==> src/rtl/irqv_pkg.sv <==
package irqv_pkg;
   typedef enum logic {RD_IDLE = 1'b0, RD_HELD = 1'b1} rd_state_e;

   function automatic int code_bits_needed(input int n_src);
      return $clog2(2 * (n_src + 1) + 1);
   endfunction
endpackage

==> src/rtl/irqv_prio_pick.sv <==
module irqv_prio_pick #(
   parameter int N_SRC = 6
) (
   input  logic [N_SRC-1:0] req,
   output logic [N_SRC-1:0] grant,
   output logic             any_req
);
   logic [N_SRC-1:0] below_any;

   generate
      for (genvar i = 0; i < N_SRC; i++) begin : g_chain
         if (i == 0) begin : g_first
            assign below_any[i] = 1'b0;
         end else begin : g_rest
            assign below_any[i] = below_any[i-1] | req[i-1];
         end
         assign grant[i] = req[i] & ~below_any[i];
      end
   endgenerate

   assign any_req = |req;
endmodule

==> src/rtl/irqv_code_map.sv <==
module irqv_code_map #(
   parameter int N_SRC = 6,
   parameter int VEC_W = 4
) (
   input  logic [N_SRC-1:0] grant,
   output logic [VEC_W-1:0] code
);
   logic [VEC_W-1:0] term [N_SRC];

   generate
      for (genvar i = 0; i < N_SRC; i++) begin : g_term
         localparam logic [VEC_W-1:0] SRC_CODE = VEC_W'(2 * (i + 1));
         assign term[i] = grant[i] ? SRC_CODE : '0;
      end
   endgenerate

   always_comb begin
      code = '0;
      for (int i = 0; i < N_SRC; i++) code = code | term[i];
   end
endmodule

==> src/rtl/irqv_read_ctl.sv <==
module irqv_read_ctl
   import irqv_pkg::*;
#(
   parameter int               N_SRC        = 6,
   parameter int               VEC_W        = 4,
   parameter logic [N_SRC-1:0] KEEP_MASK    = 6'b000001,
   parameter bit               HOLD_ON_READ = 1'b1
) (
   input  logic             clk,
   input  logic             rst_n,
   input  logic             rd_stb,
   input  logic [VEC_W-1:0] live_code,
   input  logic [N_SRC-1:0] live_grant,
   output logic [VEC_W-1:0] vec_out,
   output logic [N_SRC-1:0] clr_out
);
   rd_state_e        rd_state;
   logic             rd_first;
   logic [VEC_W-1:0] held_code;

   assign rd_first = rd_stb & (rd_state == RD_IDLE);

   always_ff @(posedge clk or negedge rst_n) begin
      if (!rst_n) rd_state <= RD_IDLE;
      else        rd_state <= rd_stb ? RD_HELD : RD_IDLE;
   end

   assign clr_out = rd_first ? (live_grant & ~KEEP_MASK) : '0;

   generate
      if (HOLD_ON_READ) begin : g_hold
         always_ff @(posedge clk or negedge rst_n) begin
            if (!rst_n)        held_code <= '0;
            else if (rd_first) held_code <= live_code;
         end
         assign vec_out = (rd_stb && rd_state == RD_HELD) ? held_code : live_code;
      end else begin : g_live
         assign held_code = '0;
         assign vec_out   = live_code;
      end
   endgenerate
endmodule

==> src/rtl/irq_vector_unit.sv <==
module irq_vector_unit
   import irqv_pkg::*;
#(
   parameter int               N_SRC        = 6,
   parameter int               VEC_W        = 4,
   parameter logic [N_SRC-1:0] KEEP_MASK    = 6'b000001,
   parameter bit               HOLD_ON_READ = 1'b1
) (
   input  logic             clk,
   input  logic             rst_n,
   input  logic [N_SRC-1:0] irq_flag,
   input  logic [N_SRC-1:0] irq_en,
   input  logic             vec_rd,
   output logic [VEC_W-1:0] vec_o,
   output logic [N_SRC-1:0] flag_clr
);
   localparam int MIN_W = code_bits_needed(N_SRC);

   generate
      if (N_SRC < 1) begin : g_bad_n
         $error("irq_vector_unit: N_SRC must be at least 1");
      end
      if (VEC_W < MIN_W) begin : g_bad_w
         $error("irq_vector_unit: VEC_W too narrow for codes and reserved value");
      end
   endgenerate

   logic [N_SRC-1:0] req;
   logic [N_SRC-1:0] grant;
   logic             any_req;
   logic [VEC_W-1:0] live_code;

   assign req = irq_flag & irq_en;

   irqv_prio_pick #(.N_SRC(N_SRC)) u_pick (
      .req     (req),
      .grant   (grant),
      .any_req (any_req)
   );

   irqv_code_map #(.N_SRC(N_SRC), .VEC_W(VEC_W)) u_map (
      .grant (grant),
      .code  (live_code)
   );

   irqv_read_ctl #(
      .N_SRC        (N_SRC),
      .VEC_W        (VEC_W),
      .KEEP_MASK    (KEEP_MASK),
      .HOLD_ON_READ (HOLD_ON_READ)
   ) u_rd (
      .clk        (clk),
      .rst_n      (rst_n),
      .rd_stb     (vec_rd),
      .live_code  (live_code),
      .live_grant (grant),
      .vec_out    (vec_o),
      .clr_out    (flag_clr)
   );

   logic unused_any;
   assign unused_any = any_req;
endmodule

==> config.mk <==
export PLATFORM = sky130hd
export DESIGN_NAME = irq_vector_unit
export DESIGN_NICKNAME = d
export VERILOG_FILES = /design/src/rtl/irqv_pkg.sv /design/src/rtl/irqv_prio_pick.sv /design/src/rtl/irqv_code_map.sv /design/src/rtl/irqv_read_ctl.sv /design/src/rtl/irq_vector_unit.sv
export SDC_FILE = /design/constraint.sdc
export NUM_CORES = 1
export LEC_CHECK = 0
export ABC_AREA = 1
export BUFFER_PORTS_ARGS = -buffer_cell sky130_fd_sc_hd__buf_2
export CAP_MARGIN = 15
export CORE_AREA = 2 2 39 41
export DETAILED_ROUTE_END_ITERATION = 10
export DIE_AREA = 0 0 41 43
export SLEW_MARGIN = 20
export SYNTH_ARGS = -nofsm -noshare
export SYNTH_HDL_FRONTEND = slang
export SYNTH_SLANG_ARGS = --single-unit
==> constraint.sdc <==
create_clock -name clk -period 1.3 [get_ports clk]
set_input_delay 0.39 -clock clk [delete_from_list [all_inputs] [get_ports clk]]
set_output_delay 0.39 -clock clk [all_outputs]
set_load 0.01 [all_outputs]
After elaboration in Yosys (flattened, before gate mapping)

Cells that the tools add are included.

Mux-type cells: 9
Bitwise gates (word level): 22
Reduce and logical (&&, ||, !) cells: 1

Operators with widths:

| cell              | number |
|---|---|
| bitwise OR 4 bit  | 5 |
| two-way mux 4 bit | 4 |
| bitwise AND 1 bit | 6 |
| bitwise AND 6 bit | 1 |
| two-way mux 3 bit | 2 |
| two-way mux 6 bit | 1 |
| inverter 1 bit    | 6 |
| bitwise OR 1 bit  | 4 |
| two-way mux 2 bit | 1 |
| logical AND 1 bit | 1 |
| two-way mux 1 bit | 1 |

Register bits: 5
Input port bits: 15
Word-level logic and storage cells: 34

Logic depth before layout (Yosys ltp)

Gate-level depths: netlist of the first run.

Depth in word-level cells: 10
Mapped depth: 7

By module

From an unflattened synthesis of the first run, not the netlist that was laid out.

Cell total of the unflattened synthesis: 84
Area total of the unflattened synthesis: 478.0 µm²

By module, submodules not included:

| module          | times used | cells each | area each (µm²) | sequential area each (µm²) |
|---|---|---|---|---|
| irqv_read_ctl   | 1          | 45         | 306.5           | 125.1 |
| irqv_prio_pick  | 1          | 17         | 85.1            | 0.0 |
| irq_vector_unit | 1          | 12         | 45.0            | 0.0 |
| irqv_code_map   | 1          | 10         | 41.3            | 0.0 |

Worst setup path after synthesis of the first run

No wires, ideal clock.

Path type: input to output
From: input irq_flag[1]
To: output vec_o[1]
Data arrival time: 0.914 ns
Required time: 0.910 ns
Slack: -0.004 ns
Stages: 7
Path buffers: 0
Cell sequence: nand2_2 > nand2_2 > nor2_2 > nand3_1 > nand2_1 > nand2_1 > nand2_1

Word-level cells in the longest chain between the ends: 10
Elaborated cells on any way between the ends: 15
Classes of those cells: mux: 3; bitwise: 12

Ends and longest elaborated chain:

| item                                                         | RTL line                                   | text |
|---|---|---|
| start: declaration                                           | irq_vector_unit.sv:11                      | `input logic [N_SRC-1:0] irq_flag,` |
| bitwise AND 6 bit *                                          | irq_vector_unit.sv:33                      | `assign req = irq_flag & irq_en;` |
| bitwise OR 1 bit *                                           | irqv_prio_pick.sv:15                       | `assign below_any[i] = below_any[i-1] \| req[i-1];` |
| inverter 1 bit / bitwise OR 1 bit (equally long branches)    | irqv_prio_pick.sv:17, irqv_prio_pick.sv:15 |  |
| bitwise AND 1 bit / bitwise OR 1 bit (equally long branches) | irqv_prio_pick.sv:17, irqv_prio_pick.sv:15 |  |
| two-way mux 3 bit / inverter 1 bit (equally long branches)   | irqv_code_map.sv:13, irqv_prio_pick.sv:17  |  |
| bitwise OR 4 bit / bitwise AND 1 bit (equally long branches) | irqv_code_map.sv:19, irqv_prio_pick.sv:17  |  |
| bitwise OR 4 bit / two-way mux 4 bit (equally long branches) | irqv_code_map.sv:19, irqv_code_map.sv:13   |  |
| bitwise OR 4 bit * (2 in a row)                              | irqv_code_map.sv:19                        | `for (int i = 0; i < N_SRC; i++) code = code \| term[i];` |
| two-way mux 4 bit *                                          | irqv_read_ctl.sv:36                        | `assign vec_out = (rd_stb && rd_state == RD_HELD) ? held_code : live_code;` |
| end: declaration                                             | irq_vector_unit.sv:14                      | `output logic [VEC_W-1:0] vec_o,` |

Mark *: on every way between the ends. The rest lies on a longest branch, timed or not.

Worst setup path after layout of the first run

From: input irq_flag[1]
To: output vec_o[2]

Word-level cells in the longest chain between the ends: 10
Elaborated cells on any way between the ends: 19
Classes of those cells: mux: 4; bitwise: 15

Ends and longest elaborated chain:

| item                                                         | RTL line |
|---|---|
| bitwise AND 6 bit *                                          | irq_vector_unit.sv:33 |
| bitwise OR 1 bit                                             | irqv_prio_pick.sv:15 |
| inverter 1 bit / bitwise OR 1 bit (equally long branches)    | irqv_prio_pick.sv:17, irqv_prio_pick.sv:15 |
| bitwise AND 1 bit / bitwise OR 1 bit (equally long branches) | irqv_prio_pick.sv:17, irqv_prio_pick.sv:15 |
| two-way mux 3 bit / bitwise OR 1 bit (equally long branches) | irqv_code_map.sv:13, irqv_prio_pick.sv:15 |
| bitwise OR 4 bit / inverter 1 bit (equally long branches)    | irqv_code_map.sv:19, irqv_prio_pick.sv:17 |
| bitwise OR 4 bit / bitwise AND 1 bit (equally long branches) | irqv_code_map.sv:19, irqv_prio_pick.sv:17 |
| bitwise OR 4 bit / two-way mux 4 bit (equally long branches) | irqv_code_map.sv:19, irqv_code_map.sv:13 |
| bitwise OR 4 bit *                                           | irqv_code_map.sv:19 |
| two-way mux 4 bit *                                          | irqv_read_ctl.sv:36 |

Marked as above.

==> flow_summary.json, run 1 <==
{
  "grt_start_max_net_pins": 7,
  "viasPerCell": 4.35,
  "synthDistinctLibCells": 13,
  "synthAdderAreaFrac_pct": 0,
  "drtIter0Drc": 3,
  "antenna_found_initial": 0,
  "final_cells": 112,
  "multi_input_area_um2": 339,
  "cp-start-kind": "input pin",
  "htreeDepth": 1,
  "seq_area_um2": 100,
  "muxShareOfSynthArea_pct": 0,
  "cts_made_buffers": 3,
  "cap_violations": 0,
  "cts_root_buf": "clkbuf_4",
  "cp.required_ns": 0.91,
  "route.met2.wl_um": 661,
  "core_mm2": 0.00138,
  "place_worst_setup_slack_ns": -0.292,
  "cts_tree": "built",
  "finalHoldViolations": 0,
  "crit_arrival_ns": 1.17,
  "path_clk_slew_ns": 0.03,
  "grt_usage_pct": 14.7,
  "clock_latency_ns": 0.23,
  "vdd_drop_max_uv": 495,
  "highest-signal-layer": "met4",
  "critPathKind": "in -> out",
  "grt_pass1_vias": 468,
  "yosysSeqAreaShare_pct": 29.7,
  "power_leakage_nw": 0.424,
  "netlist.top_cell.by_area": "dfrtp_1",
  "syn_area_um2": 337,
  "max_stage_delay_ns": 0.13,
  "yosys.area_share.simple_pct": 56.1,
  "pin_count": 25,
  "cp_max_fo": 3,
  "crit_slowest_cell": "nor2_1",
  "die_y_um": 43,
  "wl_um": 1100,
  "wl_met1_um": 349,
  "first_pass_iters": 3,
  "synth_top_family_by_area": "simple AND/OR/NAND/NOR gates",
  "synth_compound_area_share_pct": 1.86,
  "route.met3.wl_um": 59,
  "overflow": 0,
  "endpoint_kind": "output port",
  "timing.final.crit_share_pct": 120,
  "rsz0062_at_grt": "yes",
  "post-route-util_pct": 58.7,
  "power_density_mw_per_mm2": 688,
  "violations": "setup timing",
  "setup_viol": 9,
  "outcome": "finished, violations left",
  "dieArea_mm2": 0.00176,
  "synth_cells": 57,
  "drive_gt1_share_pct": 70.8,
  "place_inst": 99,
  "yosys_warnings": 0,
  "drcViolationCount": 0,
  "wl_per_cell_um": 9.81,
  "p_total_mw": 0.559,
  "timing.hold.ws_ns": 0.307,
  "synth_xor_area_share_pct": 0,
  "fp.dieW_um": 41,
  "fmax_mhz": 640,
  "gp_congestion": 0.740,
  "setup_ws_ns": -0.261,
  "vias": 487,
  "port_buffers": 22,
  "drv_slew": 0,
  "final_cell_mix": "nand2_1, buf_2, buf_6, nand2_2, buf_4",
  "clockBufferDepth": 2,
  "synth.avg_cell_area_um2": 5.90,
  "synth_top_area_share_pct": 29.7,
  "grt_first_pass_wirelength_um": 1730,
  "fin_skew_ns": 0.00172,
  "nets": 113,
  "synth_seq_cells": 4,
  "cts_sinks": 4,
  "rows": 14,
  "ant_nets": 0,
  "dp_hpwl_um": 709,
  "start_util_pct": 24.3,
  "area_growth_pct": 141,
  "hold_path_class": "in -> reg",
  "fill_cells": 124,
  "final.min_clock_period_ns": 1.56,
  "path_cells": "buf_8 > nand2_8 > buf_4 > nor2_1 > nor2_1 > nand2_2 > nand2_1 > nand2_2 > buf_6",
  "synthTopCellsByArea": "dfrtp_1, nand2_1, nor2_1",
  "antenna_cells": 0
}
## routing by layer
layer / vias to the layer above / GRT usage [%]
li1: 247 / -
met1: 219 / 14.3
met2: 17 / 25.3
met3: 4 / 3.14
met4: 0 / 10.0
met5: - / 0
## sequential cells by signal (all words and copies together), names as in the netlist
register        cells
u_rd.rd_state       1
u_rd.held_code      3
## kinds of logic (layout without fill, tap and decap cells)
kind of cell    count (synthesis)  count (layout)
simple gates                   43              43
buf+inv                         8              46
flops                           4               4
other cells                     1               2
compound gates                  1               1
## synth_stat cells
cell type	instances
a31oi_1	1
inv_2	1
nand3_1	3
conb_1	1
nand2_1	24
inv_1	5
buf_4	2
dfrtp_1	4
nor2_1	7
nor2_2	1
nor2_4	1
nand2_2	4
nor3_1	3
## per-stage QoR
step / area (um2) / setup TNS, ns
3_3_place_gp: 503 / -1.43
3_5_place_dp: 503 / -1.60
4_1_cts: 689 / -1.83
6_report: 812 / -1.57
2_1_floorplan: 350 / 0
5_1_grt: 812 / -2.15
## what timing repair did
item | CTS | global route
buffers inserted | 7 | 4
resized for setup | 24 | 23
endpoints found under the hold margin | 4 | 0
setup endpoints to repair | 8 | 9
hold buffers | 1 | 0
pin swaps | 11 | 15
## area by class of cell
cell class,instances,area share (%)
clock buffers,3,2.77
well taps,16,2.47
inverters,6,3.08
repair buffers,37,37.6
flip-flops and latches,4,12.3
multi-input cells,46,41.8
## critical path: cells and delay by family
| kind | cells | cell delay, ns |
|---|---|---|
| AND/OR/NAND/NOR | 6 | 0.45 |
| buffers and inverters | 3 | 0.32 |
## power breakdown
| group | switching [mW] | total (mW) | internal, mW | leakage (nW) |
|---|---|---|---|---|
| Combinational | 0.122 | 0.265 | 0.143 | 0.360 |
| Clock | 0.0441 | 0.147 | 0.103 | 0.0138 |
| Sequential | 0.00781 | 0.148 | 0.140 | 0.0502 |
| Total | 0.174 | 0.559 | 0.385 | 0.424 |
## final timing paths
check | startpoint | to | slack (ns) | cells past startpoint
setup / recovery | irq_flag[1] | vec_o[2] | -0.26 | 9
hold / removal | vec_rd | u_rd.rd_state$_DFF_PN0_ | 0.31 | 1
setup reg to reg | u_rd.rd_state$_DFF_PN0_ | u_rd.held_code[1]$_DFFE_PN0P_ | 0.35 | 5
hold reg to reg | u_rd.held_code[3]$_DFFE_PN0P_ | u_rd.held_code[3]$_DFFE_PN0P_ | 0.47 | 2
max in group asynchronous | rst_n | u_rd.rd_state$_DFF_PN0_ | 0.69 | 2
min in group asynchronous | rst_n | u_rd.held_code[1]$_DFFE_PN0P_ | 0.49 | 2
No activity file was read; power rests on OpenSTA's default activity.
==> run 2: changes to the inputs <==
Settings changed: PLACE_DENSITY set to 0.66, SYNTH_HIERARCHICAL set to 1.
==> flow_summary.json, run 2 <==
{
  "port_buffers": 23,
  "vdd_drop_max_uv": 660,
  "grt_usage_pct": 16.8,
  "rows": 14,
  "place_inst": 126,
  "fin_area_um2": 918,
  "area_growth_pct": 94.7,
  "syn_nets": 98,
  "final_cell_mix": "buf_4, nand2_1, buf_2, inv_1, nand2_2",
  "fill_cells": 113,
  "die_y_um": 43,
  "place_area_um2": 689,
  "reg2reg_from": "u_rd/rd_state$_DFF_PN0_",
  "grt_pass1_vias": 517,
  "core_mm2": 0.00138,
  "path_clk_slew_ns": 0.05,
  "dieArea_mm2": 0.00176,
  "seq_area_um2": 126,
  "wl_per_cell_um": 8.97,
  "path_cells": "buf_8 > nand2_8 > inv_6 > nor2_4 > nand3_2 > nor2_4 > inv_2 > nand2_2 > nand2_2 > nand2_2 > buf_6",
  "cp_max_fo": 3,
  "whs_path_depth": 1,
  "max_stage_delay_ns": 0.13,
  "cap_violations": 0,
  "clockBufferDepth": 2,
  "fp.dieW_um": 41,
  "critPathKind": "in -> out",
  "min_from": "vec_rd",
  "dp_hpwl_um": 858,
  "setup_ws_ns": -0.371,
  "r2r_slack_ns": 0.08,
  "gp_congestion": 0.753,
  "outcome": "finished, violations left",
  "final.min_clock_period_ns": 1.67,
  "first_pass_iters": 4,
  "hold_path_class": "in -> reg",
  "viasPerCell": 4.22,
  "drive_gt1_share_pct": 63.3,
  "nets": 144,
  "power_density_mw_per_mm2": 708,
  "drtIter0Drc": 8,
  "multi_input_area_um2": 330,
  "finalHoldViolations": 0,
  "crit_slowest_cell": "nor2_4",
  "overflow": 0,
  "drcViolationCount": 0,
  "r2r_end": "u_rd/held_code[3]$_DFFE_PN0P_",
  "drv_slew": 0,
  "grt_first_pass_wirelength_um": 1990,
  "fin_skew_ns": 0.00793,
  "vias": 607,
  "top_register": "u_rd/held_code",
  "syn_area_um2": 472,
  "antenna_found_initial": 0,
  "reg_top3": "u_rd/held_code (4), u_rd/rd_state (1)",
  "wl_um": 1290,
  "cts_root_buf": "clkbuf_4",
  "synth_cells": 83,
  "min_to": "u_rd/rd_state$_DFF_PN0_",
  "timing.final.crit_share_pct": 129,
  "cpMostUsedCell": "nand2_2",
  "fmax_mhz": 598,
  "crit_path_start": "irq_en[0]",
  "antenna_cells": 0,
  "ant_nets": 0,
  "start_util_pct": 34.1,
  "synth.avg_cell_area_um2": 5.68,
  "yosys_warnings": 6,
  "post-route-util_pct": 66.4,
  "power_leakage_nw": 0.524,
  "cts_made_buffers": 3,
  "final_common_cell": "buf_4",
  "reg2reg_depth": 7,
  "rsz0062_at_grt": "yes",
  "pin_count": 25,
  "tns_ns": -2.56,
  "setup_viol": 10,
  "cp.required_ns": 0.91,
  "largest_reg_flops": 4,
  "crit_arrival_ns": 1.28,
  "cts_sinks": 5,
  "grt_start_max_net_pins": 11,
  "violations": "setup timing",
  "cp-start-kind": "input pin",
  "cts_tree": "built",
  "htreeDepth": 1,
  "final_cells": 144,
  "endpoint_kind": "output port",
  "clock_latency_ns": 0.25
}
## run 2: worst max path at each step
stage | endpoint | slack (ns) | cells past startpoint
3_3_place_gp | vec_o[1] | -0.43 | 11
6_report | vec_o[2] | -0.37 | 11
4_1_cts | vec_o[3] | -0.37 | 11
3_5_place_dp | vec_o[1] | -0.45 | 11
2_1_floorplan | vec_o[1] | -0.14 | 9
5_1_grt | vec_o[2] | -0.45 | 11
## run 2: worst max-delay path: cells and delay by family
| kind | cells | cell delay (ns) |
|---|---|---|
| and+or+nand+nor | 7 | 0.60 |
| buffers and inverters | 4 | 0.28 |
## run 2: through the flow
step | power, mW | hold WS, ns | setup WS [ns]
global route | 0.699 | 0.363 | -0.447
global placement | 0.371 | 0.205 | -0.433
CTS | 0.631 | 0.362 | -0.368
detailed placement | 0.374 | 0.207 | -0.449
floorplan | 0.304 | 0.0944 | -0.136
finish | 0.651 | 0.366 | -0.371
## run 2: routing by layer
metal	vias up	share of wire, %	global-route usage (%)
met3	3	4.9	6.28
li1	322	-	-
met2	14	53	26.3
met5	-	0	0
met4	0	1.5	6.00
met1	268	40	19.9
## run 2: timing repair
| item | CTS | global route |
|---|---|---|
| cloned | 0 | 0 |
| hold buffers | 1 | 0 |
| buffers inserted | 10 | 3 |
| endpoints found under the hold margin | 5 | 0 |
| pin swaps | 11 | 9 |
| endpoints found under the setup margin | 9 | 10 |
| resized for setup | 14 | 15 |
## run 2: area by class of cell
type	instances	share of cell area, %
timing repair buffer	45	36.6
multi-input combinational	55	36.0
sequential	5	13.8
inverter	19	8.58
clock buffer	4	2.86
tap	16	2.18
## run 2: where the power goes
part           switching, mW  internal [mW]
combinational          0.129          0.150
sequential            0.0109          0.175
clock                 0.0690          0.116
